--- config.mk ---
export PLATFORM = sky130hd
export DESIGN_NAME = evt_xfer_ctrl
export DESIGN_NICKNAME = d
export VERILOG_FILES = /design/src/rtl/evt_xfer_pkg.sv /design/src/rtl/evt_xfer_arb.sv /design/src/rtl/evt_xfer_chan.sv /design/src/rtl/evt_xfer_ctrl.sv
export SDC_FILE = /design/constraint.sdc
export NUM_CORES = 1
export LEC_CHECK = 0
export ABC_AREA = 1
export BUFFER_PORTS_ARGS = -buffer_cell sky130_fd_sc_hd__buf_2
export CAP_MARGIN = 40
export CORE_ASPECT_RATIO = 1.75
export CORE_MARGIN = 4
export CORE_UTILIZATION = 35
export CTS_CLUSTER_SIZE = 8
export DETAILED_ROUTE_END_ITERATION = 8
export PLACE_DENSITY = 0.47
export SLEW_MARGIN = 5
export SYNTH_ARGS = -nofsm -noshare
export SYNTH_HDL_FRONTEND = slang
export SYNTH_HIERARCHICAL = 1
export SYNTH_SLANG_ARGS = --single-unit
--- constraint.sdc ---
create_clock -name clk -period 3 [get_ports clk]
set_clock_uncertainty 0.2 [all_clocks]
set_input_delay 0.3 -clock clk [delete_from_list [all_inputs] [get_ports clk]]
set_output_delay 0.3 -clock clk [all_outputs]
set_load 0.02 [all_outputs]
--- src/rtl/evt_xfer_pkg.sv ---
package evt_xfer_pkg;

  typedef enum logic [1:0] {
    ST_IDLE = 2'd0,
    ST_RD   = 2'd1,
    ST_WR   = 2'd2
  } xfer_state_e;

  // Packed so that bit 0 = word, bit 1 = advance destination, bit 2 = continuous
  typedef struct packed {
    logic cont;
    logic inc_dst;
    logic word;
  } chan_ctrl_t;

  localparam int unsigned CTL_BITS    = 3;
  localparam int unsigned CTL_CLR_BIT = 3;

  localparam logic [1:0] SEL_CTRL = 2'd0;
  localparam logic [1:0] SEL_SRC  = 2'd1;
  localparam logic [1:0] SEL_DST  = 2'd2;
  localparam logic [1:0] SEL_CNT  = 2'd3;

  // Pointer stride for one item
  function automatic logic [1:0] ptr_step(input logic word);
    return word ? 2'd2 : 2'd1;
  endfunction

  // Counter exhausted: no more copies, next request becomes an interrupt
  function automatic logic cnt_exhausted(input logic is_zero, input logic cont);
    return is_zero && !cont;
  endfunction

endpackage

--- src/rtl/evt_xfer_arb.sv ---
module evt_xfer_arb #(
  parameter  int N  = 8,
  localparam int IW = $clog2(N)
) (
  input  logic [N-1:0]  req_i,
  output logic [N-1:0]  gnt_o,
  output logic [IW-1:0] idx_o,
  output logic          any_o
);

  // Fixed priority: lowest index wins
  always_comb begin
    gnt_o = '0;
    idx_o = '0;
    any_o = |req_i;
    for (int i = N - 1; i >= 0; i--) begin
      if (req_i[i]) begin
        gnt_o    = '0;
        gnt_o[i] = 1'b1;
        idx_o    = IW'(i);
      end
    end
  end

endmodule

--- src/rtl/evt_xfer_chan.sv ---
module evt_xfer_chan
  import evt_xfer_pkg::*;
#(
  parameter int AW = 16,
  parameter int CW = 8,
  parameter int DW = 16
) (
  input  logic          clk,
  input  logic          rst_n,
  input  logic          req_i,
  input  logic          take_i,
  input  logic          upd_i,
  input  logic          zero_hit_i,
  input  logic          wr_ctrl_i,
  input  logic          wr_src_i,
  input  logic          wr_dst_i,
  input  logic          wr_cnt_i,
  input  logic [DW-1:0] wdata_i,
  output logic          pend_o,
  output chan_ctrl_t    ctrl_o,
  output logic [AW-1:0] src_o,
  output logic [AW-1:0] dst_o,
  output logic [CW-1:0] cnt_o,
  output logic          done_o,
  output logic          empty_o
);

  logic          pend_q;
  chan_ctrl_t    ctrl_q;
  logic [AW-1:0] src_q;
  logic [AW-1:0] dst_q;
  logic [CW-1:0] cnt_q;
  logic          done_q;
  logic [AW-1:0] stride;
  logic          ack;

  assign stride = AW'(ptr_step(ctrl_q.word));
  assign ack    = wr_cnt_i || (wr_ctrl_i && wdata_i[CTL_CLR_BIT]);

  always_ff @(posedge clk or negedge rst_n) begin
    if (!rst_n) begin
      pend_q <= 1'b0;
      ctrl_q <= '0;
      src_q  <= '0;
      dst_q  <= '0;
      cnt_q  <= '0;
      done_q <= 1'b0;
    end else begin
      pend_q <= (pend_q & ~take_i) | req_i;

      if (wr_ctrl_i) ctrl_q <= chan_ctrl_t'(wdata_i[CTL_BITS-1:0]);

      if (wr_src_i)                         src_q <= wdata_i[AW-1:0];
      else if (upd_i && !ctrl_q.inc_dst)    src_q <= src_q + stride;

      if (wr_dst_i)                         dst_q <= wdata_i[AW-1:0];
      else if (upd_i && ctrl_q.inc_dst)     dst_q <= dst_q + stride;

      if (wr_cnt_i)                         cnt_q <= wdata_i[CW-1:0];
      else if (upd_i && !ctrl_q.cont)       cnt_q <= cnt_q - 1'b1;

      if (ack)                              done_q <= 1'b0;
      else if (zero_hit_i)                  done_q <= 1'b1;
    end
  end

  assign pend_o  = pend_q;
  assign ctrl_o  = ctrl_q;
  assign src_o   = src_q;
  assign dst_o   = dst_q;
  assign cnt_o   = cnt_q;
  assign done_o  = done_q;
  assign empty_o = cnt_exhausted(cnt_q == '0, ctrl_q.cont);

endmodule

--- src/rtl/evt_xfer_ctrl.sv ---
module evt_xfer_ctrl
  import evt_xfer_pkg::*;
#(
  parameter  int NCH = 8,
  parameter  int AW  = 16,
  parameter  int CW  = 8,
  parameter  int DW  = 16,
  localparam int CHW = $clog2(NCH)
) (
  input  logic           clk,
  input  logic           rst_n,
  input  logic [NCH-1:0] req_i,
  input  logic           cfg_we_i,
  input  logic [CHW-1:0] cfg_ch_i,
  input  logic [1:0]     cfg_sel_i,
  input  logic [DW-1:0]  cfg_wdata_i,
  output logic [DW-1:0]  cfg_rdata_o,
  output logic           mem_req_o,
  output logic           mem_we_o,
  output logic           mem_word_o,
  output logic [AW-1:0]  mem_addr_o,
  output logic [DW-1:0]  mem_wdata_o,
  input  logic [DW-1:0]  mem_rdata_i,
  output logic           steal_o,
  output logic [NCH-1:0] irq_o
);

  // Named internal events, observed by the bound checker
  logic [NCH-1:0] pend_vec;
  logic [NCH-1:0] empty_vec;
  logic [NCH-1:0] gnt_vec;
  logic [NCH-1:0] take_vec;
  logic [NCH-1:0] upd_vec;
  logic [NCH-1:0] zero_hit_vec;
  logic [CHW-1:0] gnt_idx;
  logic           gnt_any;
  logic           start_xfer;

  xfer_state_e    state_q;
  logic [CHW-1:0] cur_q;

  chan_ctrl_t     ctrl_a [NCH];
  logic [AW-1:0]  src_a  [NCH];
  logic [AW-1:0]  dst_a  [NCH];
  logic [CW-1:0]  cnt_a  [NCH];

  evt_xfer_arb #(.N(NCH)) u_arb (
    .req_i (pend_vec),
    .gnt_o (gnt_vec),
    .idx_o (gnt_idx),
    .any_o (gnt_any)
  );

  assign take_vec     = (state_q == ST_IDLE) ? gnt_vec : '0;
  assign zero_hit_vec = take_vec & empty_vec;
  assign start_xfer   = (state_q == ST_IDLE) && gnt_any && !empty_vec[gnt_idx];
  assign upd_vec      = (state_q == ST_WR) ? (NCH'(1) << cur_q) : '0;

  for (genvar g = 0; g < NCH; g++) begin : g_chan
    logic hit;
    assign hit = cfg_we_i && (cfg_ch_i == CHW'(g));

    evt_xfer_chan #(.AW(AW), .CW(CW), .DW(DW)) u_chan (
      .clk        (clk),
      .rst_n      (rst_n),
      .req_i      (req_i[g]),
      .take_i     (take_vec[g]),
      .upd_i      (upd_vec[g]),
      .zero_hit_i (zero_hit_vec[g]),
      .wr_ctrl_i  (hit && (cfg_sel_i == SEL_CTRL)),
      .wr_src_i   (hit && (cfg_sel_i == SEL_SRC)),
      .wr_dst_i   (hit && (cfg_sel_i == SEL_DST)),
      .wr_cnt_i   (hit && (cfg_sel_i == SEL_CNT)),
      .wdata_i    (cfg_wdata_i),
      .pend_o     (pend_vec[g]),
      .ctrl_o     (ctrl_a[g]),
      .src_o      (src_a[g]),
      .dst_o      (dst_a[g]),
      .cnt_o      (cnt_a[g]),
      .done_o     (irq_o[g]),
      .empty_o    (empty_vec[g])
    );
  end

  // Service sequencer: idle -> read -> write -> idle
  always_ff @(posedge clk or negedge rst_n) begin
    if (!rst_n) begin
      state_q <= ST_IDLE;
      cur_q   <= '0;
    end else begin
      unique case (state_q)
        ST_IDLE: if (start_xfer) begin
          cur_q   <= gnt_idx;
          state_q <= ST_RD;
        end
        ST_RD:   state_q <= ST_WR;
        ST_WR:   state_q <= ST_IDLE;
        default: state_q <= ST_IDLE;
      endcase
    end
  end

  assign mem_req_o   = (state_q == ST_RD) || (state_q == ST_WR);
  assign mem_we_o    = (state_q == ST_WR);
  assign mem_word_o  = ctrl_a[cur_q].word;
  assign mem_addr_o  = (state_q == ST_WR) ? dst_a[cur_q] : src_a[cur_q];
  assign mem_wdata_o = mem_rdata_i;
  assign steal_o     = (state_q != ST_IDLE);

  always_comb begin
    unique case (cfg_sel_i)
      SEL_CTRL: cfg_rdata_o = DW'(ctrl_a[cfg_ch_i]);
      SEL_SRC:  cfg_rdata_o = DW'(src_a[cfg_ch_i]);
      SEL_DST:  cfg_rdata_o = DW'(dst_a[cfg_ch_i]);
      default:  cfg_rdata_o = DW'(cnt_a[cfg_ch_i]);
    endcase
  end

endmodule

==> results.md <==
- In this run the cell area measured after placement is 0.0319 sq mm.
- The number of search-and-repair iterations in the first detailed-routing pass is 6.
- Summed over all nets, the half-perimeter wirelength after detailed placement is 122000 um.
- The number of non-filler instances in the completed layout is 5791.
- The detail route stage leaves a number of antenna-violating nets equal to 0.
- The max-cap violation count is 0.
- The remaining max-slew budget at the tightest pin is 0.453.
- The maximum clock frequency is 328 MHz.
- For this run, the register share of the synthesized area comes to 0.308.
- The total leakage power is 15.7 nW.
- The final global-route overflow total is 0.
- The share of post-route cells with drive strength above 1 is 0.112.
- The via count of the first global-routing pass is 32.1k.
- The overall routing resource usage is 0.338.
- The flow ran to the end, but the final reports show violations.
- The number of remaining DRC errors is 0.
- The initial antenna violation count was 4.
- From synthesis to final layout, the design area changed by 14.3%.
- Summed over all nets, the switching power comes to 11.9 mW.
- The core box area is 0.0836 sq mm.
- The congestion estimate from routability-driven global placement came to 1.04.
- The checks that failed: setup timing.
- The post-route standard cell area excluding fillers is 0.0338 sq mm.
- The final period utilization is 1.01.
- The slew at the pin closest to its max-slew limit is 0.818 ns.
- The global-route wire length before repair is 223000 um.
- The worst setup path is launched from a flop.
- The routed design has 157000 um of wire.
- In the synthesized netlist the async set-or-reset flop fraction comes to 1.00.
- The library cell used as clock root buffer is sky130_fd_sc_hd__clkbuf_16.
- The clock tree from TritonCTS is yes.
- The switching share of power is 0.482.
- The share of total power dissipated in sequential elements is 0.378.
- Setup repair after global routing could not meet its margin everywhere.
- The insertion delay to the later sink of the worst-skew pair is 0.64 ns.
- CTS built an H-tree with a depth of 2.
- The critical path data arrival time is 2.54 ns.
- The synthesis warning total is 6.
- Summing internal, switching and leakage power gives 24.7 mW.
- In this run the worst path has a maximum fanout of 12.
- The internal cell power is 12.8 mW.
- The horizontal die dimension is 228 um.
- The number of clock buffers inserted by TritonCTS is 51.
- Using the TritonRoute via totals, the vias-per-cell ratio works out to 5.65.
- The floorplan step set the die height to 393 um.
- The critical path is of the flop to output port type.
- The path class of the tightest hold or removal check is primary input to async pin.
- Hold is met by 0.0418 ns.
- The final critical-path setup slack is -0.0448 ns.
- The via total after detailed routing is 32.7k.
- The synthesized netlist occupies a cell area of 0.0296 sq mm.
- The type of destination of the critical path is an output port.
- The deepest clock path buffer count is 3.
- The number of port buffers is 75.
- The post-synth net total is 4659.
- Summed over all instances, the cell type with the most area after synthesis is sky130_fd_sc_hd__dfrtp_1.
- The clock network fraction of total power is 0.223.
- Counting instances in the post-synthesis netlist gives the leading cell types as sky130_fd_sc_hd__nand2_1 (1350), sky130_fd_sc_hd__inv_1 (657), sky130_fd_sc_hd__nand3_1 (474).
- The initial utilization of the core area, before any placement, comes to 0.354.
- The peak supply drop is 0.429 mV.
- OpenSTA, run right after detailed placement, puts the worst setup slack at 0.158 ns.
- The number of placed cells counting well taps is 5699.
- The data required time at the worst endpoint is 2.50 ns.
- For this block, wires on met1 add up to 55800 um.
- The final count of hold timing violations is 0.
- The count of standard-cell rows is 140.
- Routed signal wires occupy layers up through met4.
- Yosys mapped a number of flops with a built-in enable equal to 0.
- The most used flip-flop cell after synthesis is sky130_fd_sc_hd__dfrtp_1.
- The number of cells produced by synthesis is 4543.
- The number of top-level pins is 108.
- The net count reported at finish is 4836.
- In the final routed layout, each cell accounts on average for 27.1 um.
- In the post-synthesis netlist, the biggest area contributors are sky130_fd_sc_hd__dfrtp_1 (31%), sky130_fd_sc_hd__nand2_1 (17%), sky130_fd_sc_hd__inv_1 (8.3%), sky130_fd_sc_hd__nand3_1 (8.0%), sky130_fd_sc_hd__nor2_1 (4.8%).
- A synthesized cell averages 6.52 sq um.
- The combinational group share of total power is 0.399.
- The DRC violation total after the first TritonRoute iteration is 3022.
- The die covers 0.0895 sq mm.
- The fill cell total of the finished layout is 9107.
- Yosys instantiated no cell more often than sky130_fd_sc_hd__nand2_1.
- The total length of routed met2 wires is 76700 um.
- The clock transition time at the flip-flop clock pins of the worst setup and hold paths is 0.06 ns.
- The routed design could run at a clock period as short as 3.04 ns.
- The power density relative to cell area is 729 mW/mm^2.
- Counting distinct cell types in the post-synthesis netlist gives 36.
- The number of register bits inferred by synthesis is 365.
- The number of endpoints failing setup at the final stage is 4.
- Entering global routing, the biggest net connects 64 pins.
- CTS saw 365 sinks.
- The share of synthesized area in the top cell type comes to 0.308.
- The detailed-routed wire length on met3 is 8800 um.
- The number of pins exceeding their max-slew limit in the final report is 0.
==> stage by stage <==
step / setup TNS (ns) / utilization
3_3_place_gp: 0 / 0.381
4_1_cts: -0.00273 / 0.402
5_1_grt: -0.272 / 0.405
3_5_place_dp: 0 / 0.382
6_report: -0.0892 / 0.405
2_1_floorplan: 0 / -
==> cell type report <==
type                            instances  area [sq um]  share of cell area
Multi-Input combinational cell       3353         17200               0.508
Tap cell                             1065          1330              0.0394
Antenna cell                            2          5.00            0.000148
Sequential cell                       365          9140               0.270
Clock buffer                           54          1290              0.0381
Timing Repair Buffer                  264          2230              0.0660
Clock inverter                          3          48.8             0.00144
Inverter                              685          2590              0.0765
==> path summary, 6_finish.rpt <==
path | startpoint | endpoint | slack (ns) | cells after the start
min in group clk | cfg_wdata_i[7] | g_chan[5].u_chan/cnt_o[7] | 0.06 | 3
max in group asynchronous | rst_n | g_chan[5].u_chan/cnt_o[2] | 1.74 | 3
worst max-delay path | cur_q[1] | mem_addr_o[11] | -0.04 | 9
worst min-delay path | rst_n | g_chan[2].u_chan/cnt_o[5] | 0.04 | 2
worst max register to register | state_q[0] | g_chan[2].u_chan/dst_o[5] | 0.14 | 13
worst min register to register | g_chan[3].u_chan/pend_o | g_chan[3].u_chan/pend_o | 0.34 | 2
==> routing by layer <==
layer,vias to the layer above,global-route usage
met3,446,0.0401
met5,-,0
met2,1340,0.604
met1,15808,0.366
li1,15147,-
met4,0,0.259
==> sequential cells by signal (all words and copies together), names as in the netlist <==
| signal | cells |
|---|---|
| g_chan.u_chan/done_o | 8 |
| g_chan.u_chan/cnt_o | 64 |
| g_chan.u_chan/pend_o | 8 |
| state_q | 2 |
| g_chan.u_chan/ctrl_o | 24 |
| g_chan.u_chan/src_o | 128 |
| cur_q | 3 |
| g_chan.u_chan/dst_o | 128 |
==> logic make-up (layout without fill, tap and decap cells) <==
kind of cell | count (synthesis) | count (layout) | share of synthesized area
xor gates and xnor gates | 96 | 96 | 0.0284
other | 0 | 2 | 0
adders and majority gates | 68 | 68 | 0.0328
buffers and inverters | 825 | 1006 | 0.115
DFF | 365 | 365 | 0.308
and+or+nand+nor | 2509 | 2509 | 0.368
AOI/OAI and AO/OA | 680 | 680 | 0.147
==> worst max-delay path, stage by stage (launching register included) <==
cell                        delay (ns)
sky130_fd_sc_hd__dfrtp_2          0.46
sky130_fd_sc_hd__buf_4            0.16
sky130_fd_sc_hd__nor2_4           0.19
sky130_fd_sc_hd__buf_4            0.18
sky130_fd_sc_hd__clkbuf_16        0.19
sky130_fd_sc_hd__a22oi_1          0.09
sky130_fd_sc_hd__nand3_1          0.14
sky130_fd_sc_hd__nand3_1          0.10
sky130_fd_sc_hd__nand2_1          0.18
sky130_fd_sc_hd__buf_2            0.20
==> power groups by stage <==
stage	clock (mW)	combinational [mW]	sequential, mW
final	5.51	9.84	9.33
after global routing	5.78	10.8	9.39
after CTS	5.64	9.31	9.22
after detailed placement	0	9.18	9.26
after global placement	0	9.13	9.30
after floorplan	0	6.24	7.76
==> cell usage in the layout, fill, tap and decap left out, drive strengths merged, types with 3 or more instances in the layout <==
master       instances
fa                  16
nand4              133
nand3              474
nor3                17
a22oi              108
clkinvlp             3
xnor2               16
dfrtp              365
a31o                 8
o211ai              48
o21ai              173
clkinv               3
clkbuf              58
buf                243
nor2               439
ha                  52
xor2                80
a21oi              109
o21bai              80
inv                682
dlygate4sd3         17
o221ai              48
o22ai              105
nand2             1443
==> repair_timing <==
| item | CTS | global route |
|---|---|---|
| endpoints found under the setup margin | 17 | 34 |
| pin swaps | 5 | 2 |
| hold buffers | 17 | 0 |
| buffers inserted | 4 | 7 |
| cloned | 0 | 5 |
| hold endpoints to repair | 415 | 0 |
| gates resized for setup | 18 | 38 |
(Power assumes the default switching activity.)
